===== src/rtl/p2r_pkg.sv =====
package p2r_pkg;
  typedef enum logic {
    SRC_PRED = 1'b0,
    SRC_FLAG = 1'b1
  } item_src_e;
endpackage


===== src/rtl/p2r_item_sel.sv =====
module p2r_item_sel
  import p2r_pkg::*;
#(
  parameter int PRED_N = 7,
  parameter int FLAG_N = 4,
  localparam int ITEM_W = (PRED_N > FLAG_N) ? PRED_N : FLAG_N
) (
  input  item_src_e         mode,
  input  logic [PRED_N-1:0] pred,
  input  logic [FLAG_N-1:0] flags,
  output logic [ITEM_W-1:0] items,
  output logic [ITEM_W-1:0] item_en
);
  for (genvar i = 0; i < ITEM_W; i++) begin : g_item
    logic p_bit, f_bit;
    if (i < PRED_N) begin : g_p
      assign p_bit = pred[i];
    end else begin : g_np
      assign p_bit = 1'b0;
    end
    if (i < FLAG_N) begin : g_f
      assign f_bit = flags[i];
    end else begin : g_nf
      assign f_bit = 1'b0;
    end
    always_comb begin
      if (mode == SRC_FLAG) begin
        items[i]   = f_bit;
        item_en[i] = (i < FLAG_N);
      end else begin
        items[i]   = p_bit;
        item_en[i] = (i < PRED_N);
      end
    end
  end
endmodule


===== src/rtl/p2r_lane_merge.sv =====
module p2r_lane_merge #(
  parameter int DATA_W = 32,
  parameter int MASK_W = 20,
  parameter int LANE_W = 8,
  parameter int SEL_W  = 2,
  parameter int ITEM_W = 7,
  localparam int OFF_W = $clog2(DATA_W)
) (
  input  logic [DATA_W-1:0] src,
  input  logic [MASK_W-1:0] mask,
  input  logic [SEL_W-1:0]  lane,
  input  logic [ITEM_W-1:0] items,
  input  logic [ITEM_W-1:0] item_en,
  output logic [DATA_W-1:0] merged
);
  logic [OFF_W-1:0]  offset;
  logic [DATA_W-1:0] clr_mask;
  logic [ITEM_W-1:0] ins_raw;
  logic [DATA_W-1:0] ins_bits;

  assign offset   = OFF_W'(lane) * OFF_W'(LANE_W);
  assign clr_mask = DATA_W'(mask) << offset;
  assign ins_raw  = mask[ITEM_W-1:0] & item_en & items;
  assign ins_bits = DATA_W'(ins_raw) << offset;
  assign merged   = (src & ~clr_mask) | ins_bits;

  always_comb begin
    a_r8_passthrough: assert (((merged ^ src) & ~clr_mask) == '0);
    a_r7_insert_in_mask: assert ((ins_bits & ~clr_mask) == '0);
  end
endmodule


===== src/rtl/p2r_out_reg.sv =====
module p2r_out_reg #(
  parameter int DATA_W = 32
) (
  input  logic              clk,
  input  logic              rst_n,
  input  logic              en,
  input  logic [DATA_W-1:0] d,
  output logic              q_valid,
  output logic [DATA_W-1:0] q
);
  logic [DATA_W-1:0] q_next;

  always_comb begin
    q_next = q;
    if (en) q_next = d;
  end

  always_ff @(posedge clk or negedge rst_n) begin
    if (!rst_n) begin
      q_valid <= 1'b0;
      q       <= '0;
    end else begin
      q_valid <= en;
      q       <= q_next;
    end
  end

  a_r2_valid_follows: assert property (@(posedge clk) disable iff (!rst_n)
    en |=> q_valid);
  a_r2_valid_drops: assert property (@(posedge clk) disable iff (!rst_n)
    !en |=> !q_valid);
  a_r3_hold: assert property (@(posedge clk) disable iff (!rst_n)
    !en |=> $stable(q));
endmodule


===== src/rtl/p2r_pack_unit.sv =====
module p2r_pack_unit
  import p2r_pkg::*;
#(
  parameter int DATA_W = 32,
  parameter int MASK_W = 20,
  parameter int LANE_W = 8,
  parameter int SEL_W  = 2,
  parameter int PRED_N = 7,
  parameter int FLAG_N = 4
) (
  input  logic              clk,
  input  logic              rst_n,
  input  logic              in_valid,
  input  logic              in_mode,
  input  logic [SEL_W-1:0]  in_lane,
  input  logic [MASK_W-1:0] in_mask,
  input  logic [DATA_W-1:0] in_src,
  input  logic [PRED_N-1:0] in_pred,
  input  logic              in_flag_z,
  input  logic              in_flag_s,
  input  logic              in_flag_c,
  input  logic              in_flag_v,
  output logic              out_valid,
  output logic [DATA_W-1:0] out_data
);
  localparam int ITEM_W = (PRED_N > FLAG_N) ? PRED_N : FLAG_N;

  item_src_e         mode;
  logic [FLAG_N-1:0] flags;
  logic [ITEM_W-1:0] items, item_en;
  logic [DATA_W-1:0] merged;

  assign mode  = item_src_e'(in_mode);
  assign flags = FLAG_N'({in_flag_v, in_flag_c, in_flag_s, in_flag_z});

  p2r_item_sel #(.PRED_N(PRED_N), .FLAG_N(FLAG_N)) u_sel (
    .mode(mode), .pred(in_pred), .flags(flags),
    .items(items), .item_en(item_en)
  );

  p2r_lane_merge #(
    .DATA_W(DATA_W), .MASK_W(MASK_W), .LANE_W(LANE_W),
    .SEL_W(SEL_W), .ITEM_W(ITEM_W)
  ) u_merge (
    .src(in_src), .mask(in_mask), .lane(in_lane),
    .items(items), .item_en(item_en), .merged(merged)
  );

  p2r_out_reg #(.DATA_W(DATA_W)) u_reg (
    .clk(clk), .rst_n(rst_n), .en(in_valid), .d(merged),
    .q_valid(out_valid), .q(out_data)
  );
endmodule


===== config.mk =====
export PLATFORM = sky130hd
export DESIGN_NAME = p2r_pack_unit
export DESIGN_NICKNAME = d
export VERILOG_FILES = /design/src/rtl/p2r_pkg.sv /design/src/rtl/p2r_item_sel.sv /design/src/rtl/p2r_lane_merge.sv /design/src/rtl/p2r_out_reg.sv /design/src/rtl/p2r_pack_unit.sv
export SDC_FILE = /design/constraint.sdc
export NUM_CORES = 1
export LEC_CHECK = 0
export BUFFER_PORTS_ARGS = -buffer_cell sky130_fd_sc_hd__buf_2
export CAP_MARGIN = 20
export CORE_UTILIZATION = 45
export DETAILED_ROUTE_END_ITERATION = 7
export PLACE_DENSITY = 0.86
export RECOVER_POWER = 50
export SKIP_CTS_REPAIR_TIMING = 1
export SLEW_MARGIN = 20
export SYNTH_ARGS = -nofsm -noshare
export SYNTH_HDL_FRONTEND = slang
export SYNTH_SLANG_ARGS = --single-unit

===== constraint.sdc =====
create_clock -name clk -period 1.47 [get_ports clk]
set_input_delay 0.147 -clock clk [delete_from_list [all_inputs] [get_ports clk]]
set_output_delay 0.147 -clock clk [all_outputs]
set_load 0.01 [all_outputs]

* After elaboration in Yosys (flattened, before gate mapping)
Index checks and enable logic that the tools add are counted. Widths: inputs -> output; s select.
Word-level totals: register bits after elaboration 33, output and inout port bits 33, logic and storage cells 17
Cells by class: muxes and demuxes 8, shift operators 2, bitwise logic cells 5
Operators with widths (number):
- $and 32x32->32 | 1
- $not 32->32 | 1
- $or 32x32->32 | 1
- $shl 20x5->32 | 1
- $shl 7x5->32 | 1
- $and 7x7->7 | 2
- $mux 1 | 8

* Logic depth before layout (Yosys ltp)
Gate-level depths: netlist (run 1).
depth in word-level cells 5, depth in mapped cells 5, gate-level depth less buffers 3

* By module
A second synthesis (run 1) with hierarchy kept.
Second synthesis, totals: cells, all modules 227, area, all modules 2422.3 sq um
Modules (own cells, without submodules):
- p2r_out_reg | area an instance 1370.1 sq um, times used 1, cells each 69
- p2r_lane_merge | area an instance 902.1 sq um, times used 1, cells each 142
- p2r_item_sel | area an instance 150.1 sq um, times used 1, cells each 16

* Least setup slack after synthesis (run 1)
OpenSTA, ideal clock, no wires.
path type input port to flip-flop, from input in_valid, to register u_reg.q[24], library setup time 0.142 ns, stages on the path 4, arrival time 0.929 ns, buffers on the path 3, path slack 0.399 ns, required time 1.328 ns, cell sequence buf_2 -> buf_2 -> clkbuf_1 -> o221ai_1
RTL lines:
- from (decl) | line p2r_pack_unit.sv:13 | input logic in_valid,
- to (signal assigned) | line p2r_out_reg.sv:24 | q <= q_next;
- to (decl) | line p2r_out_reg.sv:9 | output logic [DATA_W-1:0] q
No word-level cell between the ends.

* Final worst setup path (run 1)
from input in_lane[0], to register u_reg.q[23]
On the way: word-level cells in the longest chain between the ends 4
RTL lines:
- from (decl) | line p2r_pack_unit.sv:15 | input logic [SEL_W-1:0] in_lane,
- $shl 20x5->32 | line p2r_lane_merge.sv:22 | assign clr_mask = DATA_W'(mask) << offset;
- $not 32->32 | line p2r_lane_merge.sv:25 | assign merged = (src & ~clr_mask) | ins_bits;
- $and 32x32->32 | line p2r_lane_merge.sv:25
- $or 32x32->32 (*) | line p2r_lane_merge.sv:25
Mark *: on every way between the ends. The rest lies on a longest branch, timed or not. A chain may end at the register's enable or synchronous reset.

==> results of run 1 <==
## stage by stage
step	instance area [sq um]	cells	setup WS [ns]	hold WS, ns
after detailed placement	2566	366	0.1745	0.2011
after global placement	2566	366	0.1950	0.1999
after global routing	2640	374	0.2011	0.09984
after CTS	2653	373	0.4760	-0.1058
after floorplan	1962	218	0.3989	-0.1486
final	2640	374	0.2527	0.1033
## routing by layer
metal	vias to the layer above	track usage	wire length, um
met2	134	0.4350	2802
li1	1006	-	-
met3	9	0.06000	612
met1	969	0.3671	2504
met4	0	0.1172	81
met5	-	0	0
## worst max-delay path: stages
cell and delay, ns:
sky130_fd_sc_hd__clkbuf_2 0.28, sky130_fd_sc_hd__nor2b_2 0.54, sky130_fd_sc_hd__a22oi_1 0.17, sky130_fd_sc_hd__a31o_2 0.26
## layout make-up
cell class                 instances  area share
multi-input combinational        156      0.3744
sequential                        33      0.3128
timing repair buffer             113      0.2351
clock buffer                       7     0.03270
tap                               50     0.02370
inverter                          15     0.02133
## Yosys cell counts (4+ instances only)
cell type,number
sky130_fd_sc_hd__dfrtp_1,33
sky130_fd_sc_hd__nor2_1,24
sky130_fd_sc_hd__o21ai_0,21
sky130_fd_sc_hd__a31oi_1,20
sky130_fd_sc_hd__nand2_1,18
sky130_fd_sc_hd__inv_1,15
sky130_fd_sc_hd__nand3_1,12
sky130_fd_sc_hd__mux2i_1,11
sky130_fd_sc_hd__mux2_2,9
sky130_fd_sc_hd__a221o_1,7
sky130_fd_sc_hd__a21oi_1,4
sky130_fd_sc_hd__a311oi_1,4
sky130_fd_sc_hd__buf_2,4
sky130_fd_sc_hd__clkbuf_1,4
sky130_fd_sc_hd__nand3b_1,4
sky130_fd_sc_hd__o221ai_1,4
## power by group
part	leakage, nW	switching [mW]	internal, mW
clock	0.0443	0.323	0.371
combinational	0.853	0.333	0.280
sequential	0.387	0.0549	1.01
## sequential cells by signal (all words and copies together) (netlist names)
signal and cells:
u_reg.q 32, u_reg.q_valid 1
## cell families (layout without fill, tap and decap cells)
family | count (synthesis) | count (layout) | share of synthesized area
AND/OR/NAND/NOR | 69 | 69 | 0.1690
AO/OA/AOI/OAI | 65 | 65 | 0.2194
flip-flops | 33 | 33 | 0.4209
buffers and inverters | 29 | 135 | 0.07143
multiplexers | 22 | 22 | 0.1193
## final timing paths
path                       depth (start not counted)          end         from  slack [ns]
max                                                4  u_reg.q[23]   in_lane[0]        0.25
min                                                2  u_reg.q[23]   in_src[23]        0.10
max reg2reg                                        2  u_reg.q[23]  u_reg.q[23]        0.65
min reg2reg                                        1  u_reg.q[31]  u_reg.q[31]        0.51
max in group asynchronous                          3  u_reg.q[31]        rst_n        0.36
min in group asynchronous                          3  u_reg.q[13]        rst_n        0.57
==> flow_summary.yaml, run 1 <==
final_layout:
  multi_input_gate_area_sq_um: 988.4
  filler_cell_count: 368
  layout.area.seq_sq_um: 825.8
  layout.cells.most_common: "sky130_fd_sc_hd__buf_2"
  net_count_reported_at_finish: 393
  flow.area_growth_from_synthesis_pct: 34.57
  layout.cells.most_common_list: "sky130_fd_sc_hd__buf_2, sky130_fd_sc_hd__dfrtp_1, sky130_fd_sc_hd__nor2_1"
  final_layout_size_suffix_gt1_frac: 0.3765
  insertedDiodeCount: 0
  layout.core_utilization: 0.6461
global_routing:
  antenna_found_initial: 0
  gr-total-overflow: 0
  grt_max_degree: 34
  first_global_vias: 2037
  grt_util_all_layers: 0.2772
  grt_pass1_wl_mm: 9.308
synthesis:
  ys.flop_type: "sky130_fd_sc_hd__dfrtp_1"
  top_cells_by_area_synth: "sky130_fd_sc_hd__dfrtp_1, sky130_fd_sc_hd__a31oi_1, sky130_fd_sc_hd__mux2i_1"
  distinct_cell_type_count_of_the_synthesized_netlist: 29
  syn-num-nets: 287
  syn-cell-area_sq_um: 1962
  synth_sequential_area_ratio: 0.4209
  asyncSetResetFlopFracSynth: 1.000
  post-synth-top-area-cell: "sky130_fd_sc_hd__dfrtp_1"
  netlist.area_leader.share: 0.4209
  yosys_warning_total: 0
  synth-edff-count: 0
  postSynthCellCount: 218
  ys_ff_latch: 33
  syn-mean-instance-area_sq_um: 8.999
detailed_routing:
  route.final.wire_length_mm: 6.001
  detail_route.iter0.violations: 217
  detailroute.via_count: 2118
  detail_route.wl_per_cell_um: 16.05
  vias_per_cell: 5.663
  drt_first_pass_iters: 5
  remaining_drc_errors: 0
  drt.antenna.violating_nets: 0
timing:
  setup_repair_after_global_routing_missed_its_margin: "no"
  timing.setup.tns_ns: 0
  final_hold_viol_count: 0
  fin_crit_sh: 0.8281
  headroom_to_the_max_slew_limit: 0.4363
  period_needed_ns: 1.217
  timing.clock.skew_ns: 0
  worst_slew_pin_slew_ns: 0.8456
  drv_slew: 0
  max_freq_mhz: 821.5
  setup_violations: 0
floorplanning:
  die-area_sq_um: 4628
  rows: 23
  die_x_um: 68.03
  chipHeight_um: 68.03
  starting_density: 0.4801
  design.core.area_sq_um: 4086
  io-pin-count: 102
clock_network:
  clock-root-buffer: "sky130_fd_sc_hd__clkbuf_8"
  cts_tree: "yes"
  clock-sinks: 33
  cts.htree.levels: 2
  ctsLongestPathBuffers: 2
  clkLatencyLatePin_ns: 0.28
  cts-buffers-inserted: 5
  path_clk_slew_ns: 0.06
worst_setup_path:
  critPathLaunchType: "input pin"
  worstPathArrival_ns: 1.39
  crit_path_end_kind: "flop"
  critPathKind: "input pin to flop"
  crit_path_max_fanout: 11
  worst-endpoint-required_ns: 1.65
placement:
  port_buffers: 101
  place_hpwl_mm: 4.470
  gp_congestion: 0.8867
power_and_ir_drop:
  power.ir.vdd_worst_uv: 505.8
  post-layout-total-power_mw: 2.369
  power.density_nw_per_um2: 897.4
  leakagePower_nw: 1.284
run_status:
  status: "finished clean"
worst_hold_path:
  hold_path_class: "input pin to flop"
job:
  cap_violations: 0
Note: power is estimated with default switching activity, not from simulation.
==> inputs of run 2 (changes only) <==
Settings changed: ABC_AREA set to 1, CORE_UTILIZATION 45 to 42, PLACE_DENSITY 0.86 to 0.83.
Clock period 1.47 ns to 1 ns, I/O delays scaled along.
==> run 2 against run 1 <==
Against the previous run:
- die area up 14%
- routed wire length up 6.1%
- flip-flop and latch count unchanged
- clock skew unchanged
- core utilization down 4.1 points
- sequential share of layout area down 2.6 points
- largest power group unchanged
==> flow_summary.yaml, run 2 <==
worst_setup_path:
  cp_top_family: "flip-flops"
  worstPathArrival_ns: 0.85
  crit_path_max_fanout: 2
  crit_path_end_kind: "primary output"
  critPathSlowestCell: "sky130_fd_sc_hd__dfrtp_1"
  timing.critical_path.cells: "buf_2"
  cpPeakStageDelay_ns: 0.41
  critPathLaunchType: "flop"
  worstPathBufferInverterCount: 1
  critPathKind: "flop to primary output"
  worst-endpoint-required_ns: 0.90
global_routing:
  gr-usage-met2: 0.4413
  grt_util_all_layers: 0.2612
  gr-usage-met3: 0.05525
  grt_max_degree: 34
  gr-total-overflow: 0
  first_global_vias: 2388
  grt_busiest_layer: "met2"
  antenna_found_initial: 0
  grt_pass1_wl_mm: 10.65
  grt_use_met1: 0.3246
power_and_ir_drop:
  power.sequential.fraction: 0.403
  comb_power_share: 0.251
  switching_share: 0.2982
  post-layout-total-power_mw: 3.840
  power.density_nw_per_um2: 1335
  leakagePower_nw: 1.633
  total_switching_power_mw: 1.145
  power.ir.vdd_worst_uv: 655.3
  power.share.clock: 0.345
  internal_power_mw: 2.694
synthesis:
  yosys_warning_total: 0
  synth_most_common_cell: "sky130_fd_sc_hd__nand2_1"
  ys_ff_latch: 33
  yosys-top-cells-count: "sky130_fd_sc_hd__nand2_1, sky130_fd_sc_hd__nand3_1, sky130_fd_sc_hd__dfrtp_1"
  syn-num-nets: 395
  distinct_cell_type_count_of_the_synthesized_netlist: 17
  postSynthCellCount: 326
  netlist.area_leader.share: 0.3936
  top_cells_by_area_synth: "sky130_fd_sc_hd__dfrtp_1, sky130_fd_sc_hd__nand2_1, sky130_fd_sc_hd__nand3_1"
  post-synth-top-area-cell: "sky130_fd_sc_hd__dfrtp_1"
  asyncSetResetFlopFracSynth: 1.000
  synth_sequential_area_ratio: 0.3936
  ys.flop_type: "sky130_fd_sc_hd__dfrtp_1"
  syn-cell-area_sq_um: 2098
  syn-mean-instance-area_sq_um: 6.436
  synth-edff-count: 0
worst_hold_path:
  hold_path_class: "input pin to flop"
run_status:
  status: "finished clean"
clock_network:
  cts.htree.levels: 2
  path_clk_slew_ns: 0.07
  cts_tree: "yes"
  clkLatencyLatePin_ns: 0.29
  clock-root-buffer: "sky130_fd_sc_hd__clkbuf_8"
  cts-buffers-inserted: 5
  ctsLongestPathBuffers: 2
  clock-sinks: 33
timing:
  worst_slew_pin_slew_ns: 0.6540
  fin_crit_sh: 0.9538
  headroom_to_the_max_slew_limit: 0.5640
  timing.setup.tns_ns: 0
  drv_slew: 0
  setup_violations: 0
  max_freq_mhz: 1048
  period_needed_ns: 0.9538
  final_hold_viol_count: 0
  timing.clock.skew_ns: 0
  setup_repair_after_global_routing_missed_its_margin: "no"
  hold-worst-slack_ns: 0.04063
floorplanning:
  rows: 25
  design.core.area_sq_um: 4755
  die_x_um: 72.68
  chipHeight_um: 72.68
  die-area_sq_um: 5282
  starting_density: 0.4413
  io-pin-count: 102
final_layout:
  insertedDiodeCount: 0
  layout.cells.most_common_list: "sky130_fd_sc_hd__nand2_1, sky130_fd_sc_hd__buf_2, sky130_fd_sc_hd__nand3_1"
  layout.cells.most_common: "sky130_fd_sc_hd__nand2_1"
  final_layout_size_suffix_gt1_frac: 0.2894
  largest_register_ff_count: 32
  top_regs: "u_reg.q (32), u_reg.q_valid (1)"
  flow.area_growth_from_synthesis_pct: 37.09
  finish.cell_count_without_fillers: 499
  net_count_reported_at_finish: 500
  post-route-cell-area_sq_um: 2877
  largest_register: "u_reg.q"
detailed_routing:
  route.final.wire_length_mm: 6.369
  drt.antenna.violating_nets: 0
  detail_route.wl_per_cell_um: 12.76
  detailroute.via_count: 2491
  remaining_drc_errors: 0
  detail_route.iter0.violations: 181
  drt_first_pass_iters: 4
  vias_per_cell: 4.992
placement:
  gp_congestion: 0.8308
  post_dp_cell_area_sq_um: 2766
  place_hpwl_mm: 4.615
  port_buffers: 101
  place_inst: 490
job:
  cap_violations: 0
==> run 2: changes by cell type in the layout (fill, tap and decap cells not counted), sizes merged, moves of 5 or more <==
cell	previous run	this run
nand2	18	133
nand3	12	59
a21oi	4	30
o21ai	21	0
a31oi	20	0
mux2	11	0
mux2i	11	0
buf	102	112
a221o	7	0
clkbuf	17	10
nand4	0	5
==> run 2: layout make-up <==
| cell class | count | area (sq um) |
|---|---|---|
| multi-input cells | 255 | 1096 |
| clock buffers | 7 | 86.33 |
| flip-flops and latches | 33 | 825.8 |
| clock inverters | 1 | 30.03 |
| well taps | 67 | 83.83 |
| fillers | 487 | 1878 |
| repair buffers | 116 | 679.4 |
| inverters | 20 | 75.07 |
==> run 2: tightest hold or removal path: cells and delay by family <==
| kind | cells | cell delay [ns] |
|---|---|---|
| and+or+nand+nor | 2 | 0.12 |
| buffers and inverters | 1 | 0.08 |
==> run 2: final timing paths <==
path	startpoint	to	slack, ns	depth (start not counted)
setup / recovery	u_reg.q[10]	out_data[10]	0.05	1
hold / removal	in_src[15]	u_reg.q[15]	0.04	3
setup reg to reg	u_reg.q[13]	u_reg.q[13]	0.31	2
hold reg to reg	u_reg.q[25]	u_reg.q[25]	0.47	2
max in group asynchronous	rst_n	u_reg.q[12]	0.24	3
min in group asynchronous	rst_n	u_reg.q[2]	0.42	3
==> run 2: cells by family (layout without fill, tap and decap cells) <==
kind of cell / after synthesis / in the layout / share of synthesized area
buf+inv: 38 / 144 / 0.08407
compound gates: 30 / 30 / 0.07155
flops: 33 / 33 / 0.3936
simple gates: 225 / 225 / 0.4508
==> run 2: power by group through the flow <==
stage	clock (mW)	combinational (mW)	sequential [mW]
floorplan	0	0.424	1.64
global placement	0	0.953	1.57
detailed placement	0	0.975	1.57
CTS	1.36	0.976	1.55
global route	1.42	1.08	1.56
finish	1.33	0.965	1.55
==> run 2: metal layers <==
layer | vias up | routed length, um
li1 | 1262 | -
met1 | 1109 | 2747
met2 | 110 | 3066
met3 | 10 | 463
met4 | 0 | 92
met5 | - | 0
==> run 2: per-stage QoR <==
step	worst slack, ns	utilization
detailed placement	-0.02374	0.5818
global route	0.03447	0.6050
global placement	0.03473	0.5818
floorplan	0.1252	-
CTS	0.04313	0.6063
finish	0.04620	0.6050
